### src/rtl/lcd_init_pkg.sv
package lcd_init_pkg;

  typedef enum logic [2:0] {
    ST_START,
    ST_GATE,
    ST_HI,
    ST_LO,
    ST_DONE,
    ST_ERR
  } seq_state_e;

  typedef struct packed {
    logic       a0;
    logic [7:0] code;
  } bus_byte_t;

  localparam logic [7:0] OP_RESET   = 8'h01;
  localparam logic [7:0] OP_LINES   = 8'h20;
  localparam logic [7:0] BLANK_CODE = 8'h20;
  localparam logic [7:0] OP_CGADDR  = 8'h40;
  localparam logic [7:0] OP_DISP    = 8'h30;
  localparam logic [7:0] OP_CURADDR = 8'h80;
  localparam logic [7:0] OP_CURDIR  = 8'h34;
  localparam logic [7:0] OP_FONT    = 8'h38;
  localparam logic [7:0] OP_BLINK   = 8'h3A;
  localparam logic [7:0] OP_CURSOR  = 8'h3C;

  localparam int unsigned GLYPH_ROWS = 8;
  localparam int unsigned CFG_CMDS   = 6;

  // Row pattern of a user glyph.
  function automatic logic [7:0] glyph_row(int unsigned p, int unsigned r);
    int unsigned v;
    v = ((p * GLYPH_ROWS + r) * 7) % 32;
    return 8'(v);
  endfunction

  // Number of bytes sent over the whole sequence.
  function automatic int unsigned step_total(int unsigned clr, int unsigned nglyph);
    return 2 + clr + nglyph * (GLYPH_ROWS + 1) + CFG_CMDS;
  endfunction

endpackage

### src/rtl/lcd_init_steprom.sv
module lcd_init_steprom
  import lcd_init_pkg::*;
#(
  parameter int unsigned CLR_LEN   = 16,
  parameter int unsigned NGLYPH    = 2,
  parameter bit          TWO_LINE  = 1'b1,
  parameter bit          DISP_ON   = 1'b1,
  parameter int unsigned CUR_ADDR  = 5,
  parameter bit          CUR_DIR   = 1'b1,
  parameter bit          CUR_UL    = 1'b0,
  parameter bit          CUR_BLINK = 1'b1,
  parameter bit          CUR_ON    = 1'b1,
  parameter int          IDX_W     = 6
) (
  input  logic [IDX_W-1:0] idx,
  output bus_byte_t        item,
  output logic             last
);
  localparam int unsigned NSTEP = step_total(CLR_LEN, NGLYPH);
  localparam int unsigned CG0   = 2 + CLR_LEN;
  localparam int unsigned CFG0  = CG0 + NGLYPH * (GLYPH_ROWS + 1);

  int unsigned s;
  int unsigned off;
  int unsigned gl;
  int unsigned rw;

  always_comb begin
    s    = 32'(idx);
    off  = 0;
    gl   = 0;
    rw   = 0;
    item = '{a0: 1'b0, code: 8'h00};
    if (s == 0) begin
      item.code = OP_RESET;
    end else if (s == 1) begin
      item.code = OP_LINES | {7'd0, TWO_LINE};
    end else if (s < CG0) begin
      item.a0   = 1'b1;
      item.code = BLANK_CODE;
    end else if (s < CFG0) begin
      off = s - CG0;
      gl  = off / (GLYPH_ROWS + 1);
      rw  = off % (GLYPH_ROWS + 1);
      if (rw == 0) begin
        item.code = OP_CGADDR | 8'(gl * GLYPH_ROWS);
      end else begin
        item.a0   = 1'b1;
        item.code = glyph_row(gl, rw - 1);
      end
    end else begin
      case (s - CFG0)
        0:       item.code = OP_DISP    | {7'd0, DISP_ON};
        1:       item.code = OP_CURADDR | 8'(CUR_ADDR % 128);
        2:       item.code = OP_CURDIR  | {7'd0, CUR_DIR};
        3:       item.code = OP_FONT    | {7'd0, CUR_UL};
        4:       item.code = OP_BLINK   | {7'd0, CUR_BLINK};
        default: item.code = OP_CURSOR  | {7'd0, CUR_ON};
      endcase
    end
    last = (s == NSTEP - 1);
  end

endmodule

### src/rtl/lcd_init_gate.sv
module lcd_init_gate #(
  parameter bit          POLL_EN  = 1'b1,
  parameter int unsigned BUSY_TMO = 8,
  parameter int unsigned WAIT_CYC = 16
) (
  input  logic clk,
  input  logic rst_n,
  input  logic arm,
  input  logic busy,
  output logic rd_o,
  output logic pass_o,
  output logic tmo_o
);
  localparam int unsigned LIM = POLL_EN ? BUSY_TMO : WAIT_CYC;
  localparam int          CW  = $clog2(LIM + 1);

  logic [CW-1:0] cnt;
  logic          at_lim;

  assign at_lim = (cnt == CW'(LIM - 1));

  generate
    if (POLL_EN) begin : g_poll
      assign rd_o   = arm;
      assign pass_o = arm & ~busy;
      assign tmo_o  = arm & busy & at_lim;
      always_ff @(posedge clk) begin
        if (!rst_n || !arm) cnt <= '0;
        else if (busy)      cnt <= cnt + 1'b1;
      end
    end else begin : g_wait
      logic unused_busy;
      assign unused_busy = busy;
      assign rd_o   = 1'b0;
      assign pass_o = arm & at_lim;
      assign tmo_o  = 1'b0;
      always_ff @(posedge clk) begin
        if (!rst_n || !arm) cnt <= '0;
        else if (!at_lim)   cnt <= cnt + 1'b1;
      end
    end
  endgenerate

endmodule

### src/rtl/lcd_init_seq.sv
module lcd_init_seq
  import lcd_init_pkg::*;
#(
  parameter int unsigned CLR_LEN   = 16,
  parameter int unsigned NGLYPH    = 2,
  parameter bit          TWO_LINE  = 1'b1,
  parameter bit          DISP_ON   = 1'b1,
  parameter int unsigned CUR_ADDR  = 5,
  parameter bit          CUR_DIR   = 1'b1,
  parameter bit          CUR_UL    = 1'b0,
  parameter bit          CUR_BLINK = 1'b1,
  parameter bit          CUR_ON    = 1'b1,
  parameter bit          POLL_EN   = 1'b1,
  parameter int unsigned BUSY_TMO  = 8,
  parameter int unsigned WAIT_CYC  = 16
) (
  input  logic       clk,
  input  logic       rst_n,
  input  logic [3:0] lcd_din,
  output logic [3:0] lcd_dout,
  output logic       lcd_a0,
  output logic       lcd_wr,
  output logic       lcd_rd,
  output logic       seq_done,
  output logic       seq_err
);
  localparam int unsigned NSTEP    = step_total(CLR_LEN, NGLYPH);
  localparam int          IDX_W    = $clog2(NSTEP);
  localparam int          BUSY_BIT = 3;

  seq_state_e       state, state_nx;
  logic [IDX_W-1:0] step;
  bus_byte_t        item;
  logic             item_last;
  logic             gate_rd, gate_pass, gate_tmo;

  // Named events for the checker
  logic ev_byte_sent;
  logic ev_busy_seen;
  logic unused_din;

  assign unused_din = ^lcd_din[2:0];

  lcd_init_steprom #(
    .CLR_LEN(CLR_LEN), .NGLYPH(NGLYPH), .TWO_LINE(TWO_LINE), .DISP_ON(DISP_ON),
    .CUR_ADDR(CUR_ADDR), .CUR_DIR(CUR_DIR), .CUR_UL(CUR_UL),
    .CUR_BLINK(CUR_BLINK), .CUR_ON(CUR_ON), .IDX_W(IDX_W)
  ) u_rom (
    .idx  (step),
    .item (item),
    .last (item_last)
  );

  lcd_init_gate #(
    .POLL_EN(POLL_EN), .BUSY_TMO(BUSY_TMO), .WAIT_CYC(WAIT_CYC)
  ) u_gate (
    .clk    (clk),
    .rst_n  (rst_n),
    .arm    (state == ST_GATE),
    .busy   (lcd_din[BUSY_BIT]),
    .rd_o   (gate_rd),
    .pass_o (gate_pass),
    .tmo_o  (gate_tmo)
  );

  always_comb begin
    state_nx = state;
    unique case (state)
      ST_START: state_nx = ST_GATE;
      ST_GATE: begin
        if (gate_tmo)       state_nx = ST_ERR;
        else if (gate_pass) state_nx = ST_HI;
      end
      ST_HI:   state_nx = ST_LO;
      ST_LO:   state_nx = item_last ? ST_DONE : ST_GATE;
      default: state_nx = state;
    endcase
  end

  always_ff @(posedge clk) begin
    if (!rst_n) begin
      state <= ST_START;
      step  <= '0;
    end else begin
      state <= state_nx;
      if (state == ST_LO && !item_last) step <= step + 1'b1;
    end
  end

  assign ev_byte_sent = (state == ST_LO);
  assign ev_busy_seen = gate_rd & lcd_din[BUSY_BIT];

  assign lcd_rd   = gate_rd;
  assign lcd_wr   = (state == ST_HI) || (state == ST_LO);
  assign lcd_a0   = lcd_wr & item.a0;
  assign lcd_dout = (state == ST_HI) ? item.code[7:4] :
                    (state == ST_LO) ? item.code[3:0] : 4'h0;
  assign seq_done = (state == ST_DONE);
  assign seq_err  = (state == ST_ERR);

endmodule

### config.mk
export PLATFORM = sky130hd
export DESIGN_NAME = lcd_init_seq
export DESIGN_NICKNAME = d
export VERILOG_FILES = /design/src/rtl/lcd_init_pkg.sv /design/src/rtl/lcd_init_steprom.sv /design/src/rtl/lcd_init_gate.sv /design/src/rtl/lcd_init_seq.sv
export SDC_FILE = /design/constraint.sdc
export NUM_CORES = 1
export LEC_CHECK = 0
export BUFFER_PORTS_ARGS = -buffer_cell sky130_fd_sc_hd__buf_2
export CORE_MARGIN = 2
export CORE_UTILIZATION = 35
export CTS_CLUSTER_SIZE = 30
export DETAILED_ROUTE_END_ITERATION = 7
export GPL_TIMING_DRIVEN = 0
export PLACE_DENSITY = 0.59
export SETUP_SLACK_MARGIN = 0.05
export SLEW_MARGIN = 20
export SYNTH_ARGS = -nofsm -noshare
export SYNTH_HDL_FRONTEND = slang
export SYNTH_SLANG_ARGS = --single-unit
### constraint.sdc
create_clock -name clk -period 14.9 [get_ports clk]
set_input_delay 0.745 -clock clk [delete_from_list [all_inputs] [get_ports clk]]
set_output_delay 0.745 -clock clk [all_outputs]
set_load 0.02 [all_outputs]
Yosys cells after proc, flatten, opt, wreduce, memory -nomap -nowiden
Cells that the tools add are included.

Output and inout port bits: 9. Bits in latches: 0. Memories: 0. ROM bits: 0. Logic and storage cells: 60. Bits in registers: 13. Memory bits (writable): 0. Input port bits: 6.

Divide/modulo/power cells: 2. Multiplexer cells: 16. Reductions and logical operators: 12. Add/sub/neg operators: 6. $mul: 1. Magnitude comparators: 2. Bitwise operators: 5. Eq/ne operators: 13. Shift operators: 0.

Operator list (count): $eq A32 B2 Y1 const B (2); $logic_not A32 Y1 (2); $pmux W8 S5 (1); $add A32 B32 Y32 (1); $div A32 B4 Y32 const B (1); $eq A32 B1 Y1 const B (1); $eq A32 B3 Y1 const B (1); $mod A32 B4 Y32 const B (1); $mul A32 B3 Y5 const B (1); $mux W8 (4); $sub A32 B1 Y32 const B (1); $pmux W3 S4 (1); $mux W3 (3); $mux W9 (1); $mux W4 (2); $sub A6 B5 Y7 const B (1); $sub A6 B6 Y7 const B (1); $add A6 B1 Y6 const B (1); $eq A3 B2 Y1 const B (2); $eq A3 B3 Y1 const B (2); $eq A6 B1 Y1 const B (1); $eq A6 B6 Y1 const B (1); $logic_not A6 Y1 (1); $lt A6 B5 Y1 const B (1); 14 further kinds (23).

Longest topological paths before layout
Depth after elaboration: 12. Gate-level depth with buffers: 42.

By module
A second synthesis with hierarchy kept.

Cell total of the unflattened synthesis: 393. Area total of the unflattened synthesis: 2805.2 um^2.

Modules (own cells, without submodules): lcd_init_steprom (area each 2055.7 um^2, times used 1, cells each 307); lcd_init_seq (area each 538.0 um^2, times used 1, cells each 64); lcd_init_gate (area each 211.5 um^2, times used 1, cells each 22).

Worst setup path before layout
OpenSTA, ideal clock, no wires.

Kind: reg-to-output. From: reg step[1]. To: out lcd_dout[0]. Data arrival time: 8.799 ns. Path slack: 5.356 ns. Cell stages (with the launch flop): 40. Cell sequence: dfxtp_1 > buf_6 > clkinv_1 > ha_1 > inv_1 > nor3_1 > o31a_1 > o31a_1 > o311ai_2 > a21oi_1 > o221ai_1 > inv_1 > ha_1 > a32o_1 > nor2_1 > nand2_1 > xnor2_1 > ha_1 > [... 4 more ...] > mux2i_1 > inv_1 > ha_1 > fa_1 > inv_1 > fa_1 > inv_1 > fa_1 > xor2_1 > xnor2_1 > xnor2_1 > xnor2_1 > or3_1 > nand2_1 > o311ai_0 > nand4_1 > mux2i_1 > o22ai_1.

Word-level cells in the longest chain between the ends: 12.

Ends and longest elaborated chain: from (decl) (RTL line lcd_init_seq.sv:32) `logic [IDX_W-1:0] step;`; from (signal assigned) (RTL line lcd_init_seq.sv:86) `if (state == ST_LO && !item_last) step <= step + 1'b1;`; $sub A6 B5 Y7 (RTL line lcd_init_steprom.sv:42) `off = s - CG0;`; $mod A32 B4 Y32 (RTL line lcd_init_steprom.sv:44) `rw = off % (GLYPH_ROWS + 1);`; $sub A32 B1 Y32 (RTL line lcd_init_steprom.sv:49) `item.code = glyph_row(gl, rw - 1);`; $add A32 B32 Y32 (RTL line lcd_init_pkg.sv:34) `v = ((p * GLYPH_ROWS + r) * 7) % 32;`; $mul A32 B3 Y5 (RTL line lcd_init_pkg.sv:34); $mux W8 (RTL line lcd_init_steprom.sv:45) `if (rw == 0) begin`; $mux W8 (RTL line lcd_init_steprom.sv:41) `end else if (s < CFG0) begin`; $mux W9 (RTL line lcd_init_steprom.sv:38) `end else if (s < CG0) begin`; $mux W8 (RTL line lcd_init_steprom.sv:36) `end else if (s == 1) begin`; $mux W8 * (RTL line lcd_init_steprom.sv:34) `if (s == 0) begin`; $mux W4 (RTL line lcd_init_seq.sv:97) `(state == ST_LO) ? item.code[3:0] : 4'h0;`; $mux W4 * (RTL line lcd_init_seq.sv:96) `assign lcd_dout = (state == ST_HI) ? item.code[7:4] :`; to (decl) (RTL line lcd_init_seq.sv:20) `output logic [3:0] lcd_dout,`.

Mark *: on every way between the ends. The rest lies on a longest branch, timed or not.

Final worst setup path
Same ends and word-level chain as after synthesis.

==> summary.md <==
| Metric | Value |
|---|---|
| Status | finished clean |
| # placed instances | 496 |
| Number of port buffers | 10 |
| Initial antenna violation count | 0 |
| Die Y | 94.4 microns |
| Starting density of the core | 36.7% |
| CTS Root Cell | clkbuf_8 |
| Mean number of vias per cell | 5.83 |
| Peak supply drop | 108 uV |
| Cells on Worst Hold Path | 2 |
| Worst setup EP type | primary output |
| Post-synth cell types | 90 |
| Total CTS buffers | 3 |
| Layout cells sized above 1 | 14.3% |
| Final std cells w/o fill | 500 |
| IO Pins | 15 |
| Pwr Density | 75.7 nW/um^2 |
| CTS Hold Bufs | 0 |
| Tmin final | 11.21 ns |
| Final hold violation count | 0 |
| ANT nets after route | 0 |
| Final worst setup slack | 3.69 ns |
| Largest net degree at the start of global routing | 11 |
| Die X-Extent | 94.4 microns |
| Cell Area, Placed | 3040 sq um |
| Critical Path Fanout Max | 9 |
| # rows | 32 |
| RSZ-0062 raised after global routing | no |
| Synthesis-stage register bit count | 13 |
| Area grow syn2layout | 7.78% |
| Worst hold-check path type | register to register |
| Clk sinks | 13 |
| Post-CTS setup buffers | 0 |
| Skew final | 0.00204 ns |
| Skew-Pair Late Insertion Delay | 0.24 ns |
| Router iterations before antenna repair | 5 |
| Ys async rst share | 0% |
| Prevailing post-synth register cell | dfxtp_1 |
| Post-Syn Area per Cell | 7.46 sq um |
| Critical Path Start Type | register |
| Final Setup Violations | 0 |
| Nets | 429 |
| Final slew viol count | 0 |
| Leak pwr | 1.26 nW |
| Total stage count of the critical path | 39 |
| Worst path required time | 14.16 ns |
| Clock slew at reported path FFs | 0.06 ns |
| Slowest CP cell | fa_1 |
| Number of flops mapped to enable cells by yosys | 0 |
| Drt drc | 0 |
| Final TNS setup | 0 ns |
| First-pass GRT wire length | 12500 microns |
| Post-Syn Area | 2860 sq um |
| WL per Instance | 14.7 microns |
| DRT iter0 DRCs | 146 |
| YS warnings | 0 |
| CP Buf/Inv Count | 7 |
| Sequential-to-total area share from yosys stat | 9.09% |
| Gr ovfl total | 0 |
| Final instance area | 3090 sq um |
| Number of global-route vias before repair | 2649 |
| Tot GR Track Use | 16.7% |
| Die area | 8920 sq um |
| Mapped Cells | 384 |
| Pre-CTS setup slack | 3.98 ns |
| Critical path class | register to primary output |
| Via count | 2916 |
| R2R cell count | 8 |
| Core ar. | 7810 sq um |
| Critical path's top delay family | compound AO/OA/AOI/OAI gates |
| N_diodes | 0 |
| Max Fclk | 0.0892 GHz |
| Post-CTS Resized | 0 |
| Routability Congestion | 0.848 |
| Crit-path max cell delay | 0.51 ns |
| Slew headroom | 52.0% |
| Tcrit/Tclk final | 75.3% |
| Detailed Place HPWL | 5790 microns |
| CTS max path bufs | 2 |
| WP data arrival | 10.47 ns |
| Least-Margin Pin Slew | 0.702 ns |
| Hold WS | 0.500 ns |
| Synthesized Nets | 414 |
| Max cap viols | 0 |
| CTS HTree Levels | 1 |
| TritonCTS clock tree | yes |
| WL final | 7350 microns |
==> cell usage in the layout (no fill, tap or decap), drive strengths merged, types with 5 or more instances in the layout <==
cell	n
a21oi	23
or2	5
nand3	14
and3	8
mux2i	7
dfxtp	13
xor2	5
nand4	6
or3	8
nor2	32
buf	21
a31oi	5
inv	20
and2	13
nor3	18
o31ai	5
clkbuf	13
nand2	31
nor4	5
ha	21
o31a	5
o21ai	19
xnor2	17
==> flip-flops by register name, summed over array words and instances, names as in the netlist <==
register	cells
step	6
u_gate.cnt	4
state	3
==> report_power, final <==
group / switching, mW / internal [mW] / total, mW
sequential: 0.000466 / 0.0354 / 0.0359
combinational: 0.0875 / 0.0790 / 0.166
clock: 0.0123 / 0.0189 / 0.0312
total: 0.100 / 0.133 / 0.234
==> per-layer routing <==
| metal | wire [microns] | global-route usage, % |
|---|---|---|
| met1 | 3660 | 23.8 |
| met2 | 3330 | 28.2 |
| met3 | 307 | 1.12 |
| met4 | 59 | 2.54 |
| met5 | 0 | 0 |
==> cell families after synthesis <==
family	synth area share, %
flops	9.09
buf+inv	6.64
fa+ha+maj	11.3
mux	3.23
other cells	0.131
simple gates	30.6
compound gates	32.0
xor+xnor	6.99
==> final timing paths <==
kind / start / end / slack, ns
setup / recovery: step[1]$_SDFFE_PN0P_ / lcd_dout[0] / 3.69
hold / removal: state[2]$_SDFFE_PN0P_ / state[2]$_SDFFE_PN0P_ / 0.50
setup reg to reg: step[1]$_SDFFE_PN0P_ / step[5]$_SDFFE_PN0P_ / 12.48
hold reg to reg: state[2]$_SDFFE_PN0P_ / state[2]$_SDFFE_PN0P_ / 0.50
==> worst reg2reg max path: cells and delay by family (launching register included) <==
| family | cells | cell delay [ns] |
|---|---|---|
| simple gates | 3 | 0.53 |
| buf+inv | 2 | 0.44 |
| compound gates | 1 | 0.36 |
| xor+xnor | 1 | 0.15 |
| fa+ha+maj | 1 | 0.36 |
| flops | 1 | 0.49 |
==> per-stage QoR <==
step | util, % | power (mW)
2_1_floorplan | - | 0.179
3_3_place_gp | 38.9 | 0.201
3_5_place_dp | 38.9 | 0.204
4_1_cts | 39.5 | 0.235
5_1_grt | 39.5 | 0.261
6_report | 39.5 | 0.234
==> area by class of cell <==
class | instances | area (sq um)
multi-input combinational | 330 | 2410
clock buffer | 4 | 45.0
tap | 102 | 128
inverter | 21 | 78.8
fill | 821 | 4720
timing repair buffer | 10 | 50.0
buffer | 20 | 111
sequential | 13 | 260
==> cell usage after synthesis, drive strengths merged (4+ instances only) <==
library cell	number	area share, %
nor4	5	1.1
xnor2	17	5.5
nand3	14	2.4
nor3	18	3.5
or3	8	1.9
dfxtp	13	9.1
o31a	5	1.5
clkbuf	9	1.2
buf	11	2.7
o21ai	19	3.5
nand2b	4	0.87
mux2i	7	2.4
and3	8	1.9
ha	21	9.2
a21oi	23	4.5
o22ai	4	1.1
nor2	32	4.3
a21boi	4	1.2
and2	13	3.0
a31oi	5	1.1
inv	20	2.6
nor2b	4	0.87
a32o	4	1.4
nand2	31	4.1
or2	5	1.1
o31ai	5	1.7
xor2	5	1.5
nand4	6	1.8
(Power assumes the default switching activity.)
